<file path="src/rtl/stack_seq.sv">
module stack_seq #(
  parameter logic [15:0] SP_INIT = 16'h0000,
  parameter logic [15:0] BP_INIT = 16'h0000
) (
  input  logic        clk,
  input  logic        rst_n,
  output logic        mem_req,
  output logic        mem_we,
  output logic        mem_wide,
  output logic [15:0] mem_addr,
  output logic [15:0] mem_wdata,
  input  logic [15:0] mem_rdata,
  output logic [15:0] ip,
  output logic [15:0] sp,
  output logic [15:0] bp,
  output logic [2:0]  flags,
  output logic        retired,
  output logic        halted,
  output logic        trap,
  output logic        brk
);

  typedef enum logic [2:0] {S_FETCH, S_DEC, S_IN, S_INW, S_EXEC, S_MEMW, S_OUT, S_HALT} st_t;

  st_t         st;
  logic [14:0] ir;
  logic [15:0] v0, v1, res, alu, nimm;
  logic        sel, zf, nf, cf, alu_c, go;
  logic [2:0]  fr_new;

  assign flags  = {cf, nf, zf};
  assign halted = (st == S_HALT);

  wire [4:0]  cmd    = ir[14:10];
  wire [1:0]  outsel = ir[9:8];
  wire        upd    = ir[7];
  wire [1:0]  src    = sel ? ir[6:5] : ir[4:3];
  wire [15:0] fofs   = bp + {v0[14:0], 1'b0};

  assign nimm   = ((mem_rdata[4:3] == 2'd1) ? 16'd2 : 16'd0) +
                  ((mem_rdata[6:5] == 2'd1) ? 16'd2 : 16'd0);
  assign fr_new = (flags & v1[2:0]) | (v0[2:0] & ~v1[2:0]);

  always_comb begin
    case (mem_rdata[2:0])
      3'd0:    go = 1'b1;
      3'd1:    go = zf;
      3'd2:    go = !zf;
      3'd3:    go = !zf && !nf;
      3'd4:    go = nf;
      3'd5:    go = !nf;
      3'd6:    go = zf || nf;
      default: go = cf;
    endcase
  end

  always_comb begin
    alu   = 16'h0000;
    alu_c = cf;
    case (cmd)
      5'd0:    alu = v0;
      5'd1:    alu = ip + {v0[14:0], 1'b0};
      5'd3:    alu = v1;
      5'd4:    alu = {8'h00, v1[7:0]};
      5'd5:    alu = v1;
      5'd10:   alu = {13'h0, flags};
      5'd11:   alu = {13'h0, fr_new};
      5'd12:   alu = bp;
      5'd13:   alu = v0;
      5'd14:   alu = sp;
      5'd15:   alu = v0;
      5'd16:   {alu_c, alu} = {1'b0, v0} + {1'b0, v1};
      5'd17:   {alu_c, alu} = {1'b0, v0} - {1'b0, v1};
      5'd18:   alu = v0 * v1;
      5'd19:   alu = (v1 == 16'h0) ? 16'hFFFF : v0 / v1;
      5'd20:   alu = (v1 == 16'h0) ? v0 : v0 % v1;
      5'd21:   alu = v0 & v1;
      5'd22:   alu = v0 | v1;
      5'd23:   alu = v0 ^ v1;
      5'd24:   alu = ~v0;
      5'd25:   alu = {{8{v0[7]}}, v0[7:0]};
      5'd26:   alu = {v0[14:0], v0[15]};
      5'd27:   alu = {v0[0], v0[15:1]};
      5'd28:   alu = {v0[7:0], v0[15:8]};
      5'd29:   alu = {v0[15], v0[15:1]};
      5'd30:   alu = {v0[14:0], 1'b0};
      5'd31:   alu = {1'b0, v0[15:1]};
      default: alu = 16'h0000;
    endcase
  end

  always_comb begin
    mem_req   = 1'b0;
    mem_we    = 1'b0;
    mem_wide  = 1'b1;
    mem_addr  = 16'h0000;
    mem_wdata = 16'h0000;
    case (st)
      S_FETCH: begin
        mem_req  = 1'b1;
        mem_addr = ip;
      end
      S_IN: begin
        mem_req  = (src != 2'd0);
        mem_addr = (src == 2'd1) ? ip : sp;
      end
      S_EXEC: begin
        case (cmd)
          5'd2: begin mem_req = 1'b1; mem_addr = fofs; end
          5'd3: begin mem_req = 1'b1; mem_we = 1'b1; mem_addr = fofs; mem_wdata = v1; end
          5'd4: begin mem_req = 1'b1; mem_we = 1'b1; mem_wide = 1'b0; mem_addr = v0; mem_wdata = {8'h00, v1[7:0]}; end
          5'd5: begin mem_req = 1'b1; mem_we = 1'b1; mem_addr = v0; mem_wdata = v1; end
          5'd6: begin mem_req = 1'b1; mem_wide = 1'b0; mem_addr = v0; end
          5'd7: begin mem_req = 1'b1; mem_addr = v0; end
          default: ;
        endcase
      end
      S_OUT: begin
        if (outsel == 2'd1) begin
          mem_req   = 1'b1;
          mem_we    = 1'b1;
          mem_addr  = sp - 16'd2;
          mem_wdata = res;
        end
      end
      default: ;
    endcase
  end

  always_ff @(posedge clk) begin
    if (!rst_n) begin
      st      <= S_FETCH;
      ip      <= 16'h0000;
      sp      <= SP_INIT;
      bp      <= BP_INIT;
      {cf, nf, zf} <= 3'b000;
      trap    <= 1'b0;
      brk     <= 1'b0;
      retired <= 1'b0;
      ir      <= 15'h0;
      v0      <= 16'h0;
      v1      <= 16'h0;
      res     <= 16'h0;
      sel     <= 1'b0;
    end else begin
      retired <= 1'b0;
      case (st)
        S_FETCH: st <= S_DEC;
        S_DEC: begin
          ir  <= mem_rdata[14:0];
          sel <= 1'b0;
          if (go) begin
            ip <= ip + 16'd2;
            st <= S_IN;
          end else begin
            ip      <= ip + 16'd2 + nimm;
            retired <= 1'b1;
            st      <= S_FETCH;
          end
        end
        S_IN: begin
          case (src)
            2'd0: begin
              if (sel) begin v1 <= 16'h0; st <= S_EXEC; end
              else begin v0 <= 16'h0; sel <= 1'b1; end
            end
            2'd1: begin ip <= ip + 16'd2; st <= S_INW; end
            2'd2: st <= S_INW;
            default: begin sp <= sp + 16'd2; st <= S_INW; end
          endcase
        end
        S_INW: begin
          if (sel) begin v1 <= mem_rdata; st <= S_EXEC; end
          else begin v0 <= mem_rdata; sel <= 1'b1; st <= S_IN; end
        end
        S_EXEC: begin
          res <= alu;
          st  <= S_OUT;
          case (cmd)
            5'd2, 5'd6, 5'd7: st <= S_MEMW;
            5'd8:  begin trap <= 1'b1; retired <= 1'b1; st <= S_HALT; end
            5'd9:  begin brk  <= 1'b1; retired <= 1'b1; st <= S_HALT; end
            5'd11: {cf, nf, zf} <= fr_new;
            5'd13: bp <= v0;
            5'd15: sp <= v0;
            5'd16, 5'd17: cf <= alu_c;
            default: ;
          endcase
        end
        S_MEMW: begin
          res <= (cmd == 5'd6) ? {8'h00, mem_rdata[7:0]} : mem_rdata;
          st  <= S_OUT;
        end
        S_OUT: begin
          if (upd) begin
            nf <= res[15];
            zf <= (res == 16'h0000);
          end
          case (outsel)
            2'd1: sp <= sp - 16'd2;
            2'd2: ip <= res;
            2'd3: ip <= ip + res;
            default: ;
          endcase
          retired <= 1'b1;
          st      <= S_FETCH;
        end
        default: st <= S_HALT;
      endcase
    end
  end


  trap_sticky_chk: assert property (@(posedge clk) disable iff (!rst_n) trap |=> trap);

  halt_quiet_chk: assert property (@(posedge clk) disable iff (!rst_n) halted |-> !mem_req);

  pop_step_chk: assert property (@(posedge clk) disable iff (!rst_n)
    (st == S_IN && src == 2'd3) |=> sp == $past(sp) + 16'd2);

  push_addr_chk: assert property (@(posedge clk) disable iff (!rst_n)
    (st == S_OUT && outsel == 2'd1) |=> sp == $past(mem_addr));

  flag_upd_chk: assert property (@(posedge clk) disable iff (!rst_n)
    (st == S_OUT && upd) |=> (flags[0] == ($past(res) == 16'h0000)) && (flags[1] == $past(res[15])));

  skip_chk: assert property (@(posedge clk) disable iff (!rst_n)
    (st == S_DEC && !go) |=> (st == S_FETCH) && (sp == $past(sp)) && (flags == $past(flags)));

endmodule

</file>
<file path="config.mk">
export PLATFORM = sky130hd
export DESIGN_NAME = stack_seq
export DESIGN_NICKNAME = d
export VERILOG_FILES = /design/src/rtl/stack_seq.sv
export SDC_FILE = /design/constraint.sdc
export NUM_CORES = 1
export LEC_CHECK = 0
export BUFFER_PORTS_ARGS = -buffer_cell sky130_fd_sc_hd__buf_2
export CAP_MARGIN = 10
export CORE_MARGIN = 3
export CORE_UTILIZATION = 40
export DETAILED_ROUTE_END_ITERATION = 8
export GPL_TIMING_DRIVEN = 0
export PLACE_DENSITY = 0.56
export SYNTH_ARGS = -nofsm -noshare
export SYNTH_HDL_FRONTEND = slang
export SYNTH_SLANG_ARGS = --single-unit
export TNS_END_PERCENT = 50
</file>
<file path="constraint.sdc">
create_clock -name clk -period 45.6 [get_ports clk]
set_clock_uncertainty 0.15 [all_clocks]
set_input_delay 4.56 -clock clk [delete_from_list [all_inputs] [get_ports clk]]
set_output_delay 4.56 -clock clk [all_outputs]
set_load 0.005 [all_outputs]
</file>
After elaboration in Yosys (flattened, before gate mapping)
Index checks and enable logic that the tools add are counted.
Widths: inputs -> output; s select.
{ "word_totals": {"register_bits": 121, "inputBits": 18} }
{ "op_classes": {"n_div": 2, "eq_ne": 65, "multipliers": 1, "add_sub_neg": 10, "n_reduce_logical": 39, "n_mux": 58, "bitwise": 8} }
{ "ops": {"columns": ["operator", "n"], "rows": [
  ["$pmux 16 s24", 1],
  ["$mux 16", 17],
  ["$pmux 16 s2", 7],
  ["$pmux 16 s3", 2],
  ["$eq 5x5->1 const B", 16],
  ["$pmux 16 s4", 1],
  ["$add 16x16->16", 3],
  ["$eq 5x4->1 const B", 8],
  ["$add 16x2->16 const B", 2],
  ["$logic_not 16->1", 2],
  ["$eq 3x3->1 const B", 7],
  ["$pmux 3 s7", 1],
  ["$eq 5x3->1 const B", 4],
  ["$ne 2x2->1 const B", 10],
  ["$add 16x16->17", 1],
  ["$sub 16x16->17", 1],
  ["$add 16x3->16", 1],
  ["$and 16x16->16", 1],
  ["$div 16x16->16", 1],
  ["$mod 16x16->16", 1],
  ["$mul 16x16->16", 1],
  ["$not 16->16", 1],
  ["$or 16x16->16", 1],
  ["$sub 16x2->16 const B", 1],
  ["37 further kinds", 92]
]} }

Longest topological paths before layout
Gate-level depths: netlist of run 1.
{ "depth": {"ltp_word": 6, "ltp_mapped": 134, "ltp_nobuf": 125} }

Worst setup path before layout of run 1
OpenSTA, ideal clock, no wires.
{ "synth_path": {"path_type": "register -> register", "from": "register v1[0]", "to": "register res[15]", "path_buffers": 7, "arrival_time_ns": 26.899, "setup_ns": 0.088, "slack_ns": 18.463, "period_less_slack_ns": 27.137, "stages_incl_launch_ff": 120, "path_cell_list": "dfxtp_1 > clkinv_1 > ha_1 > and4_1 > nor2_1 > ha_1 > o21ai_0 > a21oi_1 > and3_1 > o31ai_4 > ha_1 > nand2_1 > o21ai_1 > mux2i_1 > a22o_1 > inv_1 > ha_1 > or2_2 > (+84 left out) > ha_1 > nand2_1 > o21bai_1 > a32oi_1 > a41oi_1 > a2111oi_2 > clkbuf_1 > mux2_2 > ha_1 > or3_1 > o21ai_0 > o21ai_0 > or3_1 > a31o_2 > xnor2_1 > o211ai_1 > o21ai_0 > o32ai_2"} }
{ "synth_via": {"elab_chain_cells": 4, "word_cells_on_any_way": 10} }
{ "synth_lines": {"columns": ["element", "line", "text"], "rows": [
  ["start: declaration", "27", "logic [15:0] v0, v1, res, alu, nimm;"],
  ["start signal: assignment", "142", "v1 <= 16'h0;"],
  ["start signal: assignment", "164", "if (sel) begin v1 <= 16'h0; st <= S_EXEC; end"],
  ["start signal: assignment", "173", "if (sel) begin v1 <= mem_rdata; st <= S_EXEC; end"],
  ["$mod 16x16->16 (tied with other cells)", "76", "5'd20: alu = (v1 == 16'h0) ? v0 : v0 % v1;"],
  ["$mux 16 (on tied branches)", "76, 75", null],
  ["$pmux 16 s24 (*)", "60", "case (cmd)"],
  ["$pmux 16 s2 (*)", "147", "case (st)"],
  ["end signal: assignment", "177", "res <= alu;"],
  ["end signal: assignment", "191", "res <= (cmd == 5'd6) ? {8'h00, mem_rdata[7:0]} : mem_rdata;"],
  ["end: declaration", "27", null]
]} }
Mark *: on every way between the ends. The rest lies on a longest branch, timed or not.
A chain may end at the register's enable or synchronous reset.

Worst setup path in the final report of run 1
{ "layout_path": {"from": "register v1[0]", "to": "register res[8]"} }
The elaborated chain is that of the path after synthesis.

==> results of run 1 <==
-- kinds of logic (layout without fill, tap and decap cells) --
group	after synthesis	after routing
other	0	6
buffers and inverters	395	546
flip-flops	118	118
AO/OA/AOI/OAI	1015	1015
adder cells (fa/ha/maj)	371	371
XOR/XNOR	189	189
multiplexers	49	49
AND/OR/NAND/NOR	1118	1118
-- sequential cells by signal (all words and copies together), names as in the netlist, 3 cells and up --
register and count:
ir 12, v1 16, ip 16, sp 16, v0 16, res 16, st 3, bp 16
-- per-layer routing --
metal,vias up,wire [µm],track usage [%]
met2,1803,57100,66.0
met3,424,13500,9.80
li1,12100,-,-
met1,13400,52200,52.9
met5,-,60,0
met4,8,9720,27.0
-- Yosys cell counts, types with 9 or more instances --
master / instances / share of area [%]
ha_1: 284 / 15
o211ai_1: 30 / 0.97
o221ai_1: 19 / 0.71
o21bai_1: 16 / 0.52
and3_1: 30 / 0.81
mux2i_1: 22 / 0.95
dfxtp_1: 118 / 10
nand4_1: 27 / 0.73
a21oi_1: 254 / 5.5
nand2_1: 368 / 5.9
xnor2_1: 116 / 4.4
a222oi_1: 16 / 0.69
or2_2: 22 / 0.59
nor2b_1: 28 / 0.75
xor2_1: 73 / 2.7
a31oi_1: 44 / 1.2
a211oi_1: 46 / 1.5
a221oi_1: 33 / 1.2
nor3_1: 84 / 1.8
o21ai_1: 17 / 0.37
o21a_1: 36 / 1.2
a22oi_1: 60 / 1.9
a221o_1: 9 / 0.39
o2111ai_1: 18 / 0.68
a21o_1: 56 / 1.8
o21ai_0: 192 / 4.1
nand2b_1: 22 / 0.59
and2_1: 18 / 0.48
o31ai_1: 15 / 0.48
a22o_1: 27 / 1.0
nor2_1: 349 / 5.6
nor4_1: 19 / 0.51
fa_1: 87 / 7.5
or3_1: 32 / 0.86
inv_1: 194 / 3.1
mux2_2: 26 / 1.3
clkbuf_1: 171 / 2.8
o22ai_1: 18 / 0.48
nand3_1: 83 / 1.8
buf_1: 11 / 0.18
-- cell type report --
cell class                      instances  area [µm²]  share of cell area (%)
Multi-Input combinational cell       2742       19400                    75.9
Clock inverter                         10         103                   0.401
Antenna cell                            6        15.0                  0.0587
Timing Repair Buffer                  121         761                    2.97
Clock buffer                           20         457                    1.79
Sequential cell                       118        2360                    9.24
Inverter                              202         758                    2.96
Tap cell                              756         946                    3.70
Buffer                                193         757                    2.96
-- worst max-delay path, delay by kind of cell, from the launching register on --
family / cells / cell delay (ns)
AOI/OAI and AO/OA: 60 / 16.43
DFF: 1 / 1.06
and+or+nand+nor: 29 / 5.00
buffers and inverters: 15 / 7.19
adders and majority gates: 16 / 5.22
muxes: 4 / 1.55
-- path summary, 6_finish.rpt --
check | from | end | cells past startpoint
worst min register to register | ir[7]$_SDFFE_PN0P_ | ir[7]$_SDFFE_PN0P_ | 2
worst min-delay path | ir[7]$_SDFFE_PN0P_ | ir[7]$_SDFFE_PN0P_ | 2
worst max register to register | v1[0]$_SDFFE_PN0P_ | res[8]$_SDFFE_PN0P_ | 124
worst max-delay path | v1[0]$_SDFFE_PN0P_ | res[8]$_SDFFE_PN0P_ | 124
-- stage by stage --
stage | hold slack (ns) | instance area (µm²) | setup slack [ns]
after floorplan | 0.287 | 23300 | 18.46
after global placement | 0.299 | 24800 | 10.19
after detailed placement | 0.309 | 24900 | 10.06
after CTS | 0.324 | 25500 | 9.95
after global routing | 0.350 | 25600 | 6.70
final | 0.324 | 25600 | 8.78
==> metrics.md, run 1 <==
| Metric | Value |
|---|---|
| Status | complete, but fails checks |
| Failing checks | max-capacitance violations, max-slew violations |
| Adder-Cell Fraction of Synth Area | 22.7% |
| Fillers | 5925 |
| Final Cycle Share | 80.7% |
| Crit Path Category | reg -> reg |
| Endpoints failing setup | 0 |
| Clk buf depth | 2 |
| Worst R2R Setup Slack | 8.78 ns |
| Least-Margin Pin Slew | 1.55 ns |
| Xor/xnor share of the synthesized area | 7.11% |
| DRT iter0 DRCs | 3321 |
| Compound-Gate Fraction of Synth Area | 29.4% |
| Hold Crit Class | reg -> reg |
| Maxcap violations | 1 |
| Synth Register Bits | 118 |
| Max-slew headroom | -3.15% |
| Post-synthesis sequential area ratio | 10.1% |
| RePlAce Congestion | 1.07 |
| CTS Hold Bufs | 0 |
| Syn Nets | 3644 |
| Worst-Skew Late Latency | 0.46 ns |
| GRT Overall Usage | 42.5% |
| Worst Path Arrival | 37.04 ns |
| Largest family of logic cells by synthesized area | compound AO/OA/AOI/OAI gates |
| Core Region | 57000 µm² |
| # Post-CTS Setup Buffers | 0 |
| Total Nets Final | 3784 |
| CTS root buf | clkbuf_16 |
| Total Die Area | 61100 µm² |
| Pre-antenna DRT Iters | 8 |
| Largest stage delay, worst path | 1.17 ns |
| Vias in the first global route | 26.5k |
| RSZ-0062 raised after global routing | false |
| Most used cell, CP | ha_1 |
| Layout Utilization | 44.8% |
| Number of routed nets with antenna violations | 0 |
| Drt wl/cell | 31.8 µm |
| CP startpoint kind | flip-flop |
| Initial antenna violation count | 10 |
| CTS Buf Count | 17 |
| Num rows | 87 |
| Synth Flop Type | dfxtp_1 |
| Die height | 247 µm |
| Via count | 27.7k |
| CTS tree | yes |
| Global-route wire length before repair | 188000 µm |
| Nature of the critical path endpoint | flip-flop |
| Post-synthesis cell type count | 96 |
| EDFF count, synth | 0 |
| # IOs | 108 |
| Commonest non-fill, non-tap cells in the layout | nand2_1, nor2_1, ha_1, a21oi_1, inv_1 |
| Final WL | 133000 µm |
| Final Non-Filler Cells | 4168 |
| Dpl hpwl | 104000 µm |
| Inst Count DP | 4128 |
| Post-route DRC | 0 |
| Share of cells above drive strength 1 | 7.49% |
| Mapped Cells | 3255 |
| Fin. Hold Viols | 0 |
| Routed vias/inst | 6.65 |
| Cell at the slowest stage of the critical path | clkinv_1 |
| Post-cts repair resize count | 0 |
| Multiplexer share of the synthesized area | 2.26% |
| Tmin final | 36.82 ns |
| Clock slew at reported path FFs | 0.07 ns |
| Simple-gate portion of the synthesized area | 21.9% |
| Synthesized area | 23300 µm² |
| IO Port Bufs | 106 |
| Layout area overhead | 9.83% |
| Worst endpoint required time | 45.82 ns |
| Synth warnings | 0 |
| TNS Setup | 0 ns |
| Syn_area_per_cell | 7.15 µm² |
| Synth async-reset ratio | 0% |
| Htree depth | 4 |
| Grt total ovfl | 0 |
| Final Max Tran Viols | 12 |
| Die X | 247 µm |
| Peak Freq | 27.2 MHz |
| Initial Util | 40.8% |
| Num Clock Sinks | 118 |
| Commonest non-fill, non-tap cell in the layout | nand2_1 |
| Crit path max fanout | 15 |
| Largest net degree at the start of global routing | 26 |
Power of run 1 is left out: the tool's default activity adds up to more than one toggle a clock period on the data nets, which glitch-free logic cannot reach.
==> inputs of run 2 (changes only) <==
PLACE_DENSITY = 0.58   (was 0.56)
clock period = 31.3 ns   (was 45.6 ns; I/O delays follow)
==> metrics.md, run 2 (synthesis results as in run 1) <==
| Metric | Value |
|---|---|
| Final Max Tran Viols | 0 |
| CTS Buf Count | 17 |
| Final WL | 123000 µm |
| RR Endpoint | res[8]$_SDFFE_PN0P_ |
| Initial antenna violation count | 6 |
| Hold Crit Class | reg -> reg |
| CTS Hold Bufs | 0 |
| Global-route wire length before repair | 175000 µm |
| Largest stage delay, worst path | 0.66 ns |
| Share of cells above drive strength 1 | 9.31% |
| GRT Overall Usage | 39.3% |
| Nature of the critical path endpoint | flip-flop |
| Fin. Hold Viols | 0 |
| Die X | 247 µm |
| Dpl hpwl | 95300 µm |
| IO Port Bufs | 106 |
| Setup WS post-layout | 1.59 ns |
| Worst endpoint required time | 31.53 ns |
| Routed vias/inst | 6.54 |
| Via count | 27.3k |
| Worst R2R Setup Slack | 1.59 ns |
| # IOs | 108 |
| Clock slew at reported path FFs | 0.07 ns |
| Core Region | 57000 µm² |
| Tmin final | 29.71 ns |
| RePlAce Congestion | 1.07 |
| Clk buf depth | 2 |
| Crit path max fanout | 10 |
| Endpoints failing setup | 0 |
| Fillers | 6026 |
| Post-route DRC | 0 |
| Worst slack at placement | -4.30 ns |
| Worst Path Arrival | 29.94 ns |
| Commonest non-fill, non-tap cells in the layout | nand2_1, nor2_1, ha_1, a21oi_1, inv_1 |
| Worst-Skew Late Latency | 0.47 ns |
| Min-delay src | ir[7]$_SDFFE_PN0P_ |
| Number of routed nets with antenna violations | 0 |
| Met2 Use GR | 58.3% |
| Num Clock Sinks | 118 |
| Grt peak-use layer | met2 |
| CTS tree | yes |
| DRT iter0 DRCs | 3264 |
| Largest net degree at the start of global routing | 26 |
| Num rows | 87 |
| Cell at the slowest stage of the critical path | dfxtp_1 |
| Total Nets Final | 3790 |
| Worst reg-to-reg path cell count | 121 |
| Maxcap violations | 0 |
| Commonest non-fill, non-tap cell in the layout | nand2_1 |
| WHS Endpoint | ir[7]$_SDFFE_PN0P_ |
| Status | complete, no violations |
| Least-Margin Pin Slew | 1.40 ns |
| Max-slew headroom | 6.63% |
| Grt total ovfl | 0 |
| Final Cycle Share | 94.9% |
| Die height | 247 µm |
| Most used cell, CP | ha_1 |
| Crit Path Category | reg -> reg |
| Htree depth | 4 |
| Routing usage on met3 | 9.82% |
| Worst R2R Start | v1[3]$_SDFFE_PN0P_ |
| WHS Path Cells | 2 |
| CTS root buf | clkbuf_16 |
| Total Die Area | 61100 µm² |
| Peak Freq | 33.7 MHz |
| Vias in the first global route | 25.1k |
| Pre-antenna DRT Iters | 7 |
| GRT met1 Usage | 50.6% |
| Drt wl/cell | 29.5 µm |
| CP startpoint kind | flip-flop |
| Initial Util | 40.8% |
| Layout area overhead | 11.5% |
## run 2: changes by cell type in the layout (fill, tap and decap cells not counted), moves of 3 or more
cell / before / now
buf_4: 7 / 19
clkbuf_2: 2 / 7
clkbuf_1: 170 / 153
nor2_1: 349 / 345
inv_8: 0 / 3
a31oi_2: 2 / 6
a31oi_1: 44 / 38
inv_6: 0 / 7
a21oi_2: 1 / 4
o21ai_4: 0 / 4
o21a_1: 36 / 33
clkbuf_4: 0 / 6
a21oi_1: 254 / 250
o21ai_0: 192 / 188
## run 2: area by class of cell
class,instances,area [µm²],share of cell area [%]
diodes,5,12.5,0.0482
clock inverters,15,201,0.776
multi-input cells,2742,19700,75.7
well taps,756,946,3.64
inverters,202,771,2.97
clock buffers,17,425,1.64
plain buffers,189,774,2.98
flip-flops and latches,118,2370,9.12
repair buffers,131,807,3.11
## run 2: worst max-delay path by stage
stage                         from                    to  slack [ns]  cells past startpoint
2_1_floorplan   v1[0]$_SDFFE_PN0P_  res[15]$_SDFFE_PN0P_        4.16                    119
3_3_place_gp    v1[0]$_SDFFE_PN0P_   res[8]$_SDFFE_PN0P_       -4.90                    121
3_5_place_dp    v1[0]$_SDFFE_PN0P_   res[8]$_SDFFE_PN0P_       -4.30                    122
4_1_cts        v1[13]$_SDFFE_PN0P_   res[8]$_SDFFE_PN0P_        0.03                    128
5_1_grt        v1[11]$_SDFFE_PN0P_   res[8]$_SDFFE_PN0P_       -0.12                    124
6_report        v1[3]$_SDFFE_PN0P_   res[8]$_SDFFE_PN0P_        1.59                    121
## run 2: metrics by stage
| step | util, % | setup TNS (ns) | instances | hold slack, ns | instance area [µm²] |
|---|---|---|---|---|---|
| 2_1_floorplan | - | 0 | 3255 | 0.287 | 23300 |
| 3_3_place_gp | 43.4 | -74.91 | 4117 | 0.309 | 24800 |
| 3_5_place_dp | 43.6 | -64.96 | 4124 | 0.312 | 24900 |
| 4_1_cts | 45.0 | 0 | 4159 | 0.323 | 25600 |
| 5_1_grt | 45.5 | -0.375 | 4171 | 0.346 | 26000 |
| 6_report | 45.5 | 0 | 4175 | 0.324 | 26000 |
## run 2: repair_timing
action,in CTS,in global routing
gates resized for setup,33,53
cloned,0,0
pin swaps,2,9
endpoints found under the setup margin,16,16
buffers inserted,4,9
## run 2: critical path, delay by kind of cell, from the launching register on
kind	cells	cell delay, ns
compound gates	59	13.65
fa+ha+maj	15	4.81
buf+inv	15	3.28
flops	1	0.66
mux	5	1.83
simple gates	27	5.13
## run 2: layer usage
layer  vias up  share of wire [%]
li1      12100                  -
met1     13000                 40
met2      1716                 41
met3       443                 11
met4         8                7.5
met5         -              0.043
Power of run 2 is left out for the same reason.
